### src/rtl/tmt_pkg.sv
package tmt_pkg;
  // Word index (byte address bits [4:2]) of the fixed registers.
  localparam int unsigned WIX_CNT = 4;
  localparam int unsigned WIX_STS = 5;
  localparam int unsigned WIX_GAP = 6;
  localparam int unsigned WIX_EN  = 7;
endpackage

### src/rtl/tmt_counter.sv
module tmt_counter #(
  parameter int unsigned CNT_W = 32
) (
  input  logic             clk,
  input  logic             rst,
  input  logic             tick,
  input  logic             load,
  input  logic [CNT_W-1:0] load_val,
  output logic             step,
  output logic [CNT_W-1:0] cnt_q,
  output logic [CNT_W-1:0] cnt_inc
);
  assign step    = tick && !load;
  assign cnt_inc = cnt_q + CNT_W'(1);

  always_ff @(posedge clk) begin
    if (rst)       cnt_q <= '0;
    else if (load) cnt_q <= load_val;
    else if (tick) cnt_q <= cnt_inc;
  end

  AST_CNT_STEP: assert property (@(posedge clk) disable iff (rst)
    (tick && !load) |=> cnt_q == $past(cnt_q) + CNT_W'(1));
  AST_CNT_HOLD: assert property (@(posedge clk) disable iff (rst)
    (!tick && !load) |=> $stable(cnt_q));
  AST_CNT_LOAD: assert property (@(posedge clk) disable iff (rst)
    load |=> cnt_q == $past(load_val));
endmodule

### src/rtl/tmt_channel.sv
module tmt_channel #(
  parameter int unsigned CNT_W = 32
) (
  input  logic             clk,
  input  logic             rst,
  input  logic             step,
  input  logic [CNT_W-1:0] cnt_inc,
  input  logic             mwr,
  input  logic [CNT_W-1:0] mwdata,
  input  logic             sclr,
  output logic [CNT_W-1:0] match_q,
  output logic             sts_q
);
  logic hit;

  // Compare against the value the counter is about to take, so only a
  // tick can produce a hit; writes never do.
  assign hit = step && (cnt_inc == match_q);

  // No reset on the compare value: plain storage, cheap in fabric.
  always_ff @(posedge clk) begin
    if (mwr) match_q <= mwdata;
  end

  always_ff @(posedge clk) begin
    if (rst)       sts_q <= 1'b0;
    else if (hit)  sts_q <= 1'b1;
    else if (sclr) sts_q <= 1'b0;
  end

  AST_STS_SET: assert property (@(posedge clk) disable iff (rst)
    hit |=> sts_q);
  AST_STS_ONLY_TICK: assert property (@(posedge clk) disable iff (rst)
    !step |=> !$rose(sts_q));
  AST_STS_STICKY: assert property (@(posedge clk) disable iff (rst)
    (sts_q && !sclr) |=> sts_q);
  AST_STS_CLEAR: assert property (@(posedge clk) disable iff (rst)
    (sclr && !hit) |=> !sts_q);
endmodule

### src/rtl/tick_match_timer.sv
module tick_match_timer #(
  parameter int unsigned CNT_W  = 32,
  parameter int unsigned NUM_CH = 4,
  parameter int unsigned ADDR_W = 5
) (
  input  logic              clk,
  input  logic              rst,
  input  logic              tick,
  input  logic [ADDR_W-1:0] bus_addr,
  input  logic [CNT_W-1:0]  bus_wdata,
  input  logic              bus_wr,
  input  logic              bus_rd,
  output logic [CNT_W-1:0]  bus_rdata,
  output logic [NUM_CH-1:0] irq
);
  import tmt_pkg::*;

  localparam int unsigned IDX_W = ADDR_W - 2;

  logic [IDX_W-1:0]  idx;
  logic              aligned;
  logic              wr_ok;
  logic              rd_ok;
  logic              cnt_load;
  logic              step;
  logic [CNT_W-1:0]  cnt_q;
  logic [CNT_W-1:0]  cnt_inc;
  logic [CNT_W-1:0]  match_q [NUM_CH];
  logic [NUM_CH-1:0] sts_q;
  logic [NUM_CH-1:0] en_q;
  logic [CNT_W-1:0]  rd_mux;

  assign idx     = bus_addr[ADDR_W-1:2];
  assign aligned = (bus_addr[1:0] == 2'b00);
  assign wr_ok   = bus_wr && aligned;
  assign rd_ok   = bus_rd && aligned;

  assign cnt_load = wr_ok && (idx == IDX_W'(WIX_CNT));

  tmt_counter #(.CNT_W(CNT_W)) u_counter (
    .clk      (clk),
    .rst      (rst),
    .tick     (tick),
    .load     (cnt_load),
    .load_val (bus_wdata),
    .step     (step),
    .cnt_q    (cnt_q),
    .cnt_inc  (cnt_inc)
  );

  for (genvar g = 0; g < NUM_CH; g++) begin : g_ch
    logic mwr;
    logic sclr;
    assign mwr  = wr_ok && (idx == IDX_W'(g));
    assign sclr = wr_ok && (idx == IDX_W'(WIX_STS)) && bus_wdata[g];

    tmt_channel #(.CNT_W(CNT_W)) u_channel (
      .clk     (clk),
      .rst     (rst),
      .step    (step),
      .cnt_inc (cnt_inc),
      .mwr     (mwr),
      .mwdata  (bus_wdata),
      .sclr    (sclr),
      .match_q (match_q[g]),
      .sts_q   (sts_q[g])
    );

    assign irq[g] = sts_q[g] && en_q[g];
  end

  always_ff @(posedge clk) begin
    if (rst)                                   en_q <= '0;
    else if (wr_ok && idx == IDX_W'(WIX_EN))   en_q <= bus_wdata[NUM_CH-1:0];
  end

  always_comb begin
    rd_mux = '0;
    for (int i = 0; i < NUM_CH; i++) begin
      if (idx == IDX_W'(i)) rd_mux = match_q[i];
    end
    if (idx == IDX_W'(WIX_CNT)) rd_mux = cnt_q;
    if (idx == IDX_W'(WIX_STS)) rd_mux = {{(CNT_W-NUM_CH){1'b0}}, sts_q};
    if (idx == IDX_W'(WIX_EN))  rd_mux = {{(CNT_W-NUM_CH){1'b0}}, en_q};
    if (idx == IDX_W'(WIX_GAP)) rd_mux = '0;
  end

  always_ff @(posedge clk) begin
    if (rst)        bus_rdata <= '0;
    else if (rd_ok) bus_rdata <= rd_mux;
    else            bus_rdata <= '0;
  end

  AST_RDATA_IDLE: assert property (@(posedge clk) disable iff (rst)
    !bus_rd |=> bus_rdata == '0);
  AST_IRQ_FALLS_ON_MASK: assert property (@(posedge clk) disable iff (rst)
    (wr_ok && idx == IDX_W'(WIX_EN) && bus_wdata[NUM_CH-1:0] == '0) |=> irq == '0);
  AST_EN_CLEAN: assert property (@(posedge clk) disable iff (rst)
    (bus_rd && aligned && idx == IDX_W'(WIX_EN)) |=> bus_rdata[CNT_W-1:NUM_CH] == '0);
endmodule

### config.mk
export PLATFORM = sky130hd
export DESIGN_NAME = tick_match_timer
export DESIGN_NICKNAME = d
export VERILOG_FILES = /design/src/rtl/tmt_pkg.sv /design/src/rtl/tmt_counter.sv /design/src/rtl/tmt_channel.sv /design/src/rtl/tick_match_timer.sv
export SDC_FILE = /design/constraint.sdc
export NUM_CORES = 1
export LEC_CHECK = 0
export ABC_AREA = 1
export CELL_PAD_IN_SITES_DETAIL_PLACEMENT = 1
export CELL_PAD_IN_SITES_GLOBAL_PLACEMENT = 2
export CORE_ASPECT_RATIO = 1.1
export CORE_MARGIN = 3
export CORE_UTILIZATION = 38
export DETAILED_ROUTE_END_ITERATION = 16
export PLACE_DENSITY = 0.87
export SLEW_MARGIN = 15
export SYNTH_ARGS = -nofsm -noshare
export SYNTH_HDL_FRONTEND = slang
export SYNTH_SLANG_ARGS = --single-unit
### constraint.sdc
create_clock -name clk -period 4.7 [get_ports clk]
set_input_delay 0.705 -clock clk [delete_from_list [all_inputs] [get_ports clk]]
set_output_delay 0.705 -clock clk [all_outputs]
set_load 0.02 [all_outputs]
# After elaboration in Yosys (flattened, before gate mapping)

Cells that the tools add are included.

Register bits after elaboration: 200
Latch bits: 0
Bits in writable memories: 0
Bits in read-only memories: 0
Input bits: 42
Output and inout bits: 36
Memories kept: 0

Add/sub/neg operators: 1
Multiply operators: 0
Div/mod/pow operators: 0
Magnitude comparators: 0
Equality and inequality tests: 11
Shift-type cells: 0
Multiplexer cells: 17
Bitwise operators: 1
Reductions and logical operators: 32

Operator list:

| operator              | count |
|---|---|
| $mux 32               | 7 |
| $eq 32x32->1          | 4 |
| $add 32x1->32 const B | 1 |
| $logic_and 1x1->1     | 22 |
| $eq 3x3->1 const B    | 4 |
| $reduce_bool 2->1     | 5 |
| $mux 1                | 8 |
| $mux 4                | 2 |
| $eq 3x2->1 const B    | 2 |
| $reduce_or 5->1       | 1 |
| $eq 3x1->1 const B    | 1 |
| $logic_not 3->1       | 1 |
| $reduce_or 3->1       | 1 |
| $logic_not 2->1       | 1 |
| $logic_not 1->1       | 1 |
| $not 1->1             | 1 |

# Logic depth before layout (Yosys ltp)

Word-level depth: 8
Depth in mapped cells: 16

# Hierarchy

A second synthesis with hierarchy kept.

Cells, all modules: 1299
Area total of the unflattened synthesis: 10745.3 um^2

Modules (own cells, without submodules):

| module           | instances | cells an instance | area an instance (um^2) | sequential area each (um^2) |
|---|---|---|---|---|
| tmt_channel      | 4         | 145               | 1501.4                  | 980.9 |
| tick_match_timer | 1         | 371               | 2507.4                  | 720.7 |
| tmt_counter      | 1         | 348               | 2232.1                  | 640.6 |

# Least setup slack after synthesis

OpenSTA, ideal clock, no wires.

Kind: in2reg
Start point: input bus_addr[3]
End point: register g_ch[0].u_channel.match_q[0] (enable)
Setup time: 0.421 ns
Arrival time: 2.881 ns
Data required time: 4.279 ns
Slack: 1.398 ns
Cell stages on the path: 4
Path buffers: 1
Cell sequence: nor2_1 > nand2_1 > clkbuf_1 > nor2_1

Longest elaborated chain between the ends: 2

Ends and longest elaborated chain:

| element                | line                   | text |
|---|---|---|
| start: declaration     | tick_match_timer.sv:9  | `input logic [ADDR_W-1:0] bus_addr,` |
| $logic_not 3->1        | tick_match_timer.sv:54 | `assign mwr = wr_ok && (idx == IDX_W'(g));` |
| $logic_and 1x1->1      | tick_match_timer.sv:54 |  |
| net g_ch[0].mwr        | tick_match_timer.sv:52 | `logic mwr;` |
| end signal: assignment | tmt_channel.sv:22      | `if (mwr) match_q <= mwdata;` |
| end: declaration       | tmt_channel.sv:11      | `output logic [CNT_W-1:0] match_q,` |

The timed path passes the listed nets, and every way through them passes these cells.
A chain may end at the register's enable or synchronous reset.

# Final worst setup path

Start point: input bus_addr[4]
End point: register g_ch[0].u_channel.sts_q

Longest elaborated chain between the ends: 6

Ends and longest elaborated chain:

| element                                            | line                   | text |
|---|---|---|
| $eq 3x3->1                                         | tick_match_timer.sv:38 | `assign cnt_load = wr_ok && (idx == IDX_W'(WIX_CNT));` |
| $logic_and 1x1->1                                  | tick_match_timer.sv:38 |  |
| $logic_not 1->1                                    | tmt_counter.sv:13      | `assign step = tick && !load;` |
| $logic_and 1x1->1                                  | tmt_counter.sv:13      |  |
| $logic_and 1x1->1                                  | tmt_channel.sv:18      | `assign hit = step && (cnt_inc == match_q);` |
| $mux 1 / $reduce_bool 2->1 (equally long branches) | --                     |  |
| end signal: assignment                             | tmt_channel.sv:26      | `if (rst) sts_q <= 1'b0;` |
| end signal: assignment                             | tmt_channel.sv:27      | `else if (hit) sts_q <= 1'b1;` |
| end signal: assignment                             | tmt_channel.sv:28      | `else if (sclr) sts_q <= 1'b0;` |
| end: declaration                                   | tmt_channel.sv:12      | `output logic sts_q` |

Several ways; a longest one is shown, not always the timed one.

==> results.json <==
{
  "drc_errors": 0,
  "cts_root_buf": "clkbuf_16",
  "wire_per_inst_um": 22.51,
  "drive_gt1_share_pct": 6.003,
  "hold_buffers": 0,
  "crit_path_max_fanout": 14,
  "grt_use_met1_pct": 38.30,
  "top_usage_layer": "met2",
  "outcome": "finished clean",
  "fin_hold_ws_ns": 0.5298,
  "globalplace.congestion": 0.8908,
  "ant_nets": 0,
  "hold_path_class": "reg2reg",
  "h-tree-depth": 4,
  "ir_drop_uv": 156.5,
  "post-dp-hpwl_um": 32040,
  "crit_type": "in2reg",
  "yosysWarnings": 0,
  "hold_viol_final": 0,
  "fin_crit_ns": 3.265,
  "drt-vias-per-instance": 5.519,
  "relSlewSlack_pct": 40.42,
  "netlist_instances": 1471,
  "reg2regPathDepth": 13,
  "ios": 78,
  "synth_fp_nets": 1514,
  "grt_usage_pct": 27.80,
  "worstSetupEndpointType": "register",
  "synthArstFlopShare_pct": 0,
  "clock_skew_ns": 0.01315,
  "tns_ns": 0,
  "numCtsBuffers": 17,
  "layout_setup_ws_ns": 1.435,
  "holdPathStages": 2,
  "post-cts-setup-buffer-count": 0,
  "syn_area_mm2": 0.01111,
  "cts_tree": "done",
  "antenna_found_initial": 0,
  "rsz0062_at_grt": "false",
  "overflow": 0,
  "firstDrtPassIters": 5,
  "cap_violations": 0,
  "min_to": "g_ch[2].u_channel.sts_q$_SDFFE_PP0P_",
  "startpoint_type": "input port",
  "antenna_cells": 0,
  "synthFlopType": "edfxtp_1",
  "layout.nets": 1596,
  "holdCritStartpoint": "g_ch[2].u_channel.sts_q$_SDFFE_PP0P_",
  "ys_seq_area_share_pct": 47.58,
  "drt-total-wl_um": 43530,
  "post_cts_resized": 0,
  "clock_path_buffers": 2,
  "grt_pass1_vias": 10780,
  "portBuffers": 77,
  "clkLatencyLatePin_ns": 0.45,
  "drt-initial-drc-count": 955,
  "grtUsageMet2_pct": 46.91,
  "required_ns": 5.08,
  "max_freq_ghz": 0.3063,
  "cts.sinks": 200,
  "fp.coreArea_mm2": 0.02871,
  "grt_max_degree": 33,
  "post-place-ws_ns": 1.110,
  "vias": 10670,
  "synth_edf_count": 128,
  "setup_viol": 0,
  "slew_violations": 0,
  "die_area_mm2": 0.03132,
  "post-route-period-util_pct": 69.46,
  "cp_data_arrival_time_ns": 3.64,
  "r2r-start": "u_counter.cnt_q[0]$_SDFFE_PP0P_",
  "initial_utilization_pct": 38.69,
  "yosysUniqueCellTypes": 39,
  "r2r-end": "g_ch[3].u_channel.sts_q$_SDFFE_PP0P_",
  "path_clk_slew_ns": 0.07,
  "fillCellCount": 3564,
  "worstMarginPinSlew_ns": 0.8916,
  "met3_usage_pct": 3.693,
  "p_leak_nw": 5.210,
  "power_density_mw_per_mm2": 287.8,
  "grt_pass1_wl_um": 65930,
  "dieHeight_um": 185.3,
  "die_w_um": 169.0,
  "r2r_slack_ns": 1.50,
  "fp-row-count": 65,
  "area_growth_pct": 17.21,
  "avgSynthCellArea_um2": 7.551,
  "synth_seq_cells": 200
}
[flip-flops by register name, indices dropped and copies added (netlist names)]
signal,count
g_ch.u_channel.sts_q,4
bus_rdata,32
g_ch.u_channel.match_q,128
en_q,4
u_counter.cnt_q,32
[cell usage in the layout (no fill, tap or decap), drive strengths merged]
cell type	n
o21ai	16
edfxtp	128
clkbuf	20
clkdlybuf4s50	77
buf	19
xor2	11
nand3b	31
a221oi	6
nand3	179
nand4	10
dfxtp	72
a21boi	1
inv	166
clkinvlp	3
clkinv	2
nor2	152
xnor2	5
nor3	4
o2111ai	3
a21oi	39
nand2	528
o21bai	2
o22ai	29
bufinv	4
a31oi	51
nor4	1
ha	1
and2	1
o211ai	2
a211oi	3
[cells in the mapped netlist (all sizes together) (2+ instances only)]
| library cell | instances | area, um^2 |
|---|---|---|
| a211oi | 3 | 22.52 |
| a21oi | 39 | 195.2 |
| a221oi | 6 | 52.55 |
| a31oi | 51 | 319.1 |
| buf | 7 | 51.29 |
| clkbuf | 25 | 93.84 |
| dfxtp | 72 | 1441 |
| edfxtp | 128 | 3844 |
| inv | 163 | 611.8 |
| nand2 | 528 | 2047 |
| nand3 | 179 | 940.9 |
| nand3b | 31 | 232.7 |
| nand4 | 10 | 62.56 |
| nor2 | 152 | 668.1 |
| nor3 | 4 | 20.02 |
| o2111ai | 3 | 26.28 |
| o211ai | 2 | 15.01 |
| o21ai | 16 | 80.08 |
| o21bai | 2 | 18.77 |
| o22ai | 29 | 181.4 |
| xnor2 | 5 | 43.79 |
| xor2 | 11 | 96.34 |
[cells by family (layout without fill, tap and decap cells)]
kind of cell | Yosys count | count (layout) | share of synthesized area [%]
simple gates | 906 | 906 | 35.87
flops | 200 | 200 | 47.58
xor+xnor | 16 | 16 | 1.262
compound gates | 152 | 152 | 8.269
buf+inv | 196 | 291 | 6.905
fa+ha+maj | 1 | 1 | 0.1126
[worst max-delay path: stages]
cell and delay [ns]:
clkdlybuf4s50_1 0.51, inv_1 0.39, nor2_2 0.11, nand2_1 0.17
nand2_1 0.29, nor2_1 0.26, nand3_1 0.28, nor2_1 0.18
nand2_1 0.08, nor2_1 0.22, nand2_1 0.08, nor2_1 0.10
nand3_1 0.12, a21oi_1 0.14
[report_power, final]
group / total [mW] / internal, mW / switching, mW
Sequential: 1.90 / 1.88 / 0.0172
Combinational: 0.241 / 0.0810 / 0.161
Clock: 1.60 / 0.894 / 0.710
Total: 3.75 / 2.86 / 0.888
[layout make-up]
| type | instances | area [um^2] | area share (%) |
|---|---|---|---|
| clock buffers | 20 | 436.7 | 3.354 |
| clock inverters | 12 | 175.2 | 1.346 |
| inverters | 163 | 611.8 | 4.700 |
| multi-input cells | 1075 | 5111 | 39.26 |
| flip-flops and latches | 200 | 5285 | 40.60 |
| well taps | 368 | 460.4 | 3.537 |
| repair buffers | 96 | 938.4 | 7.208 |
[stage by stage]
stage,power [mW],util (%),cells,instance area [um^2]
final,3.747,45.35,1934,13020
after global routing,3.854,45.35,1934,13020
after CTS,3.764,45.35,1934,13020
after detailed placement,2.179,43.22,1902,12410
after global placement,2.175,43.22,1902,12410
after floorplan,2.047,-,1471,11110
[worst max path at each step]
stage	start	end	slack, ns	cells past startpoint
floorplan	bus_addr[3]	g_ch[0].u_channel.match_q[0]$_DFFE_PP_	1.40	4
global placement	bus_addr[4]	g_ch[0].u_channel.sts_q$_SDFFE_PP0P_	1.16	14
detailed placement	bus_addr[4]	g_ch[0].u_channel.sts_q$_SDFFE_PP0P_	1.11	14
CTS	u_counter.cnt_q[0]$_SDFFE_PP0P_	g_ch[3].u_channel.sts_q$_SDFFE_PP0P_	1.52	13
global route	u_counter.cnt_q[0]$_SDFFE_PP0P_	g_ch[0].u_channel.sts_q$_SDFFE_PP0P_	1.27	15
finish	bus_addr[4]	g_ch[0].u_channel.sts_q$_SDFFE_PP0P_	1.44	14
[layer usage]
metal,routed length [um],vias up
li1,-,5047
met1,19590,5289
met2,20750,286
met3,2458,52
met4,733,0
met5,0,-
Note: power is estimated with default switching activity, not from simulation.
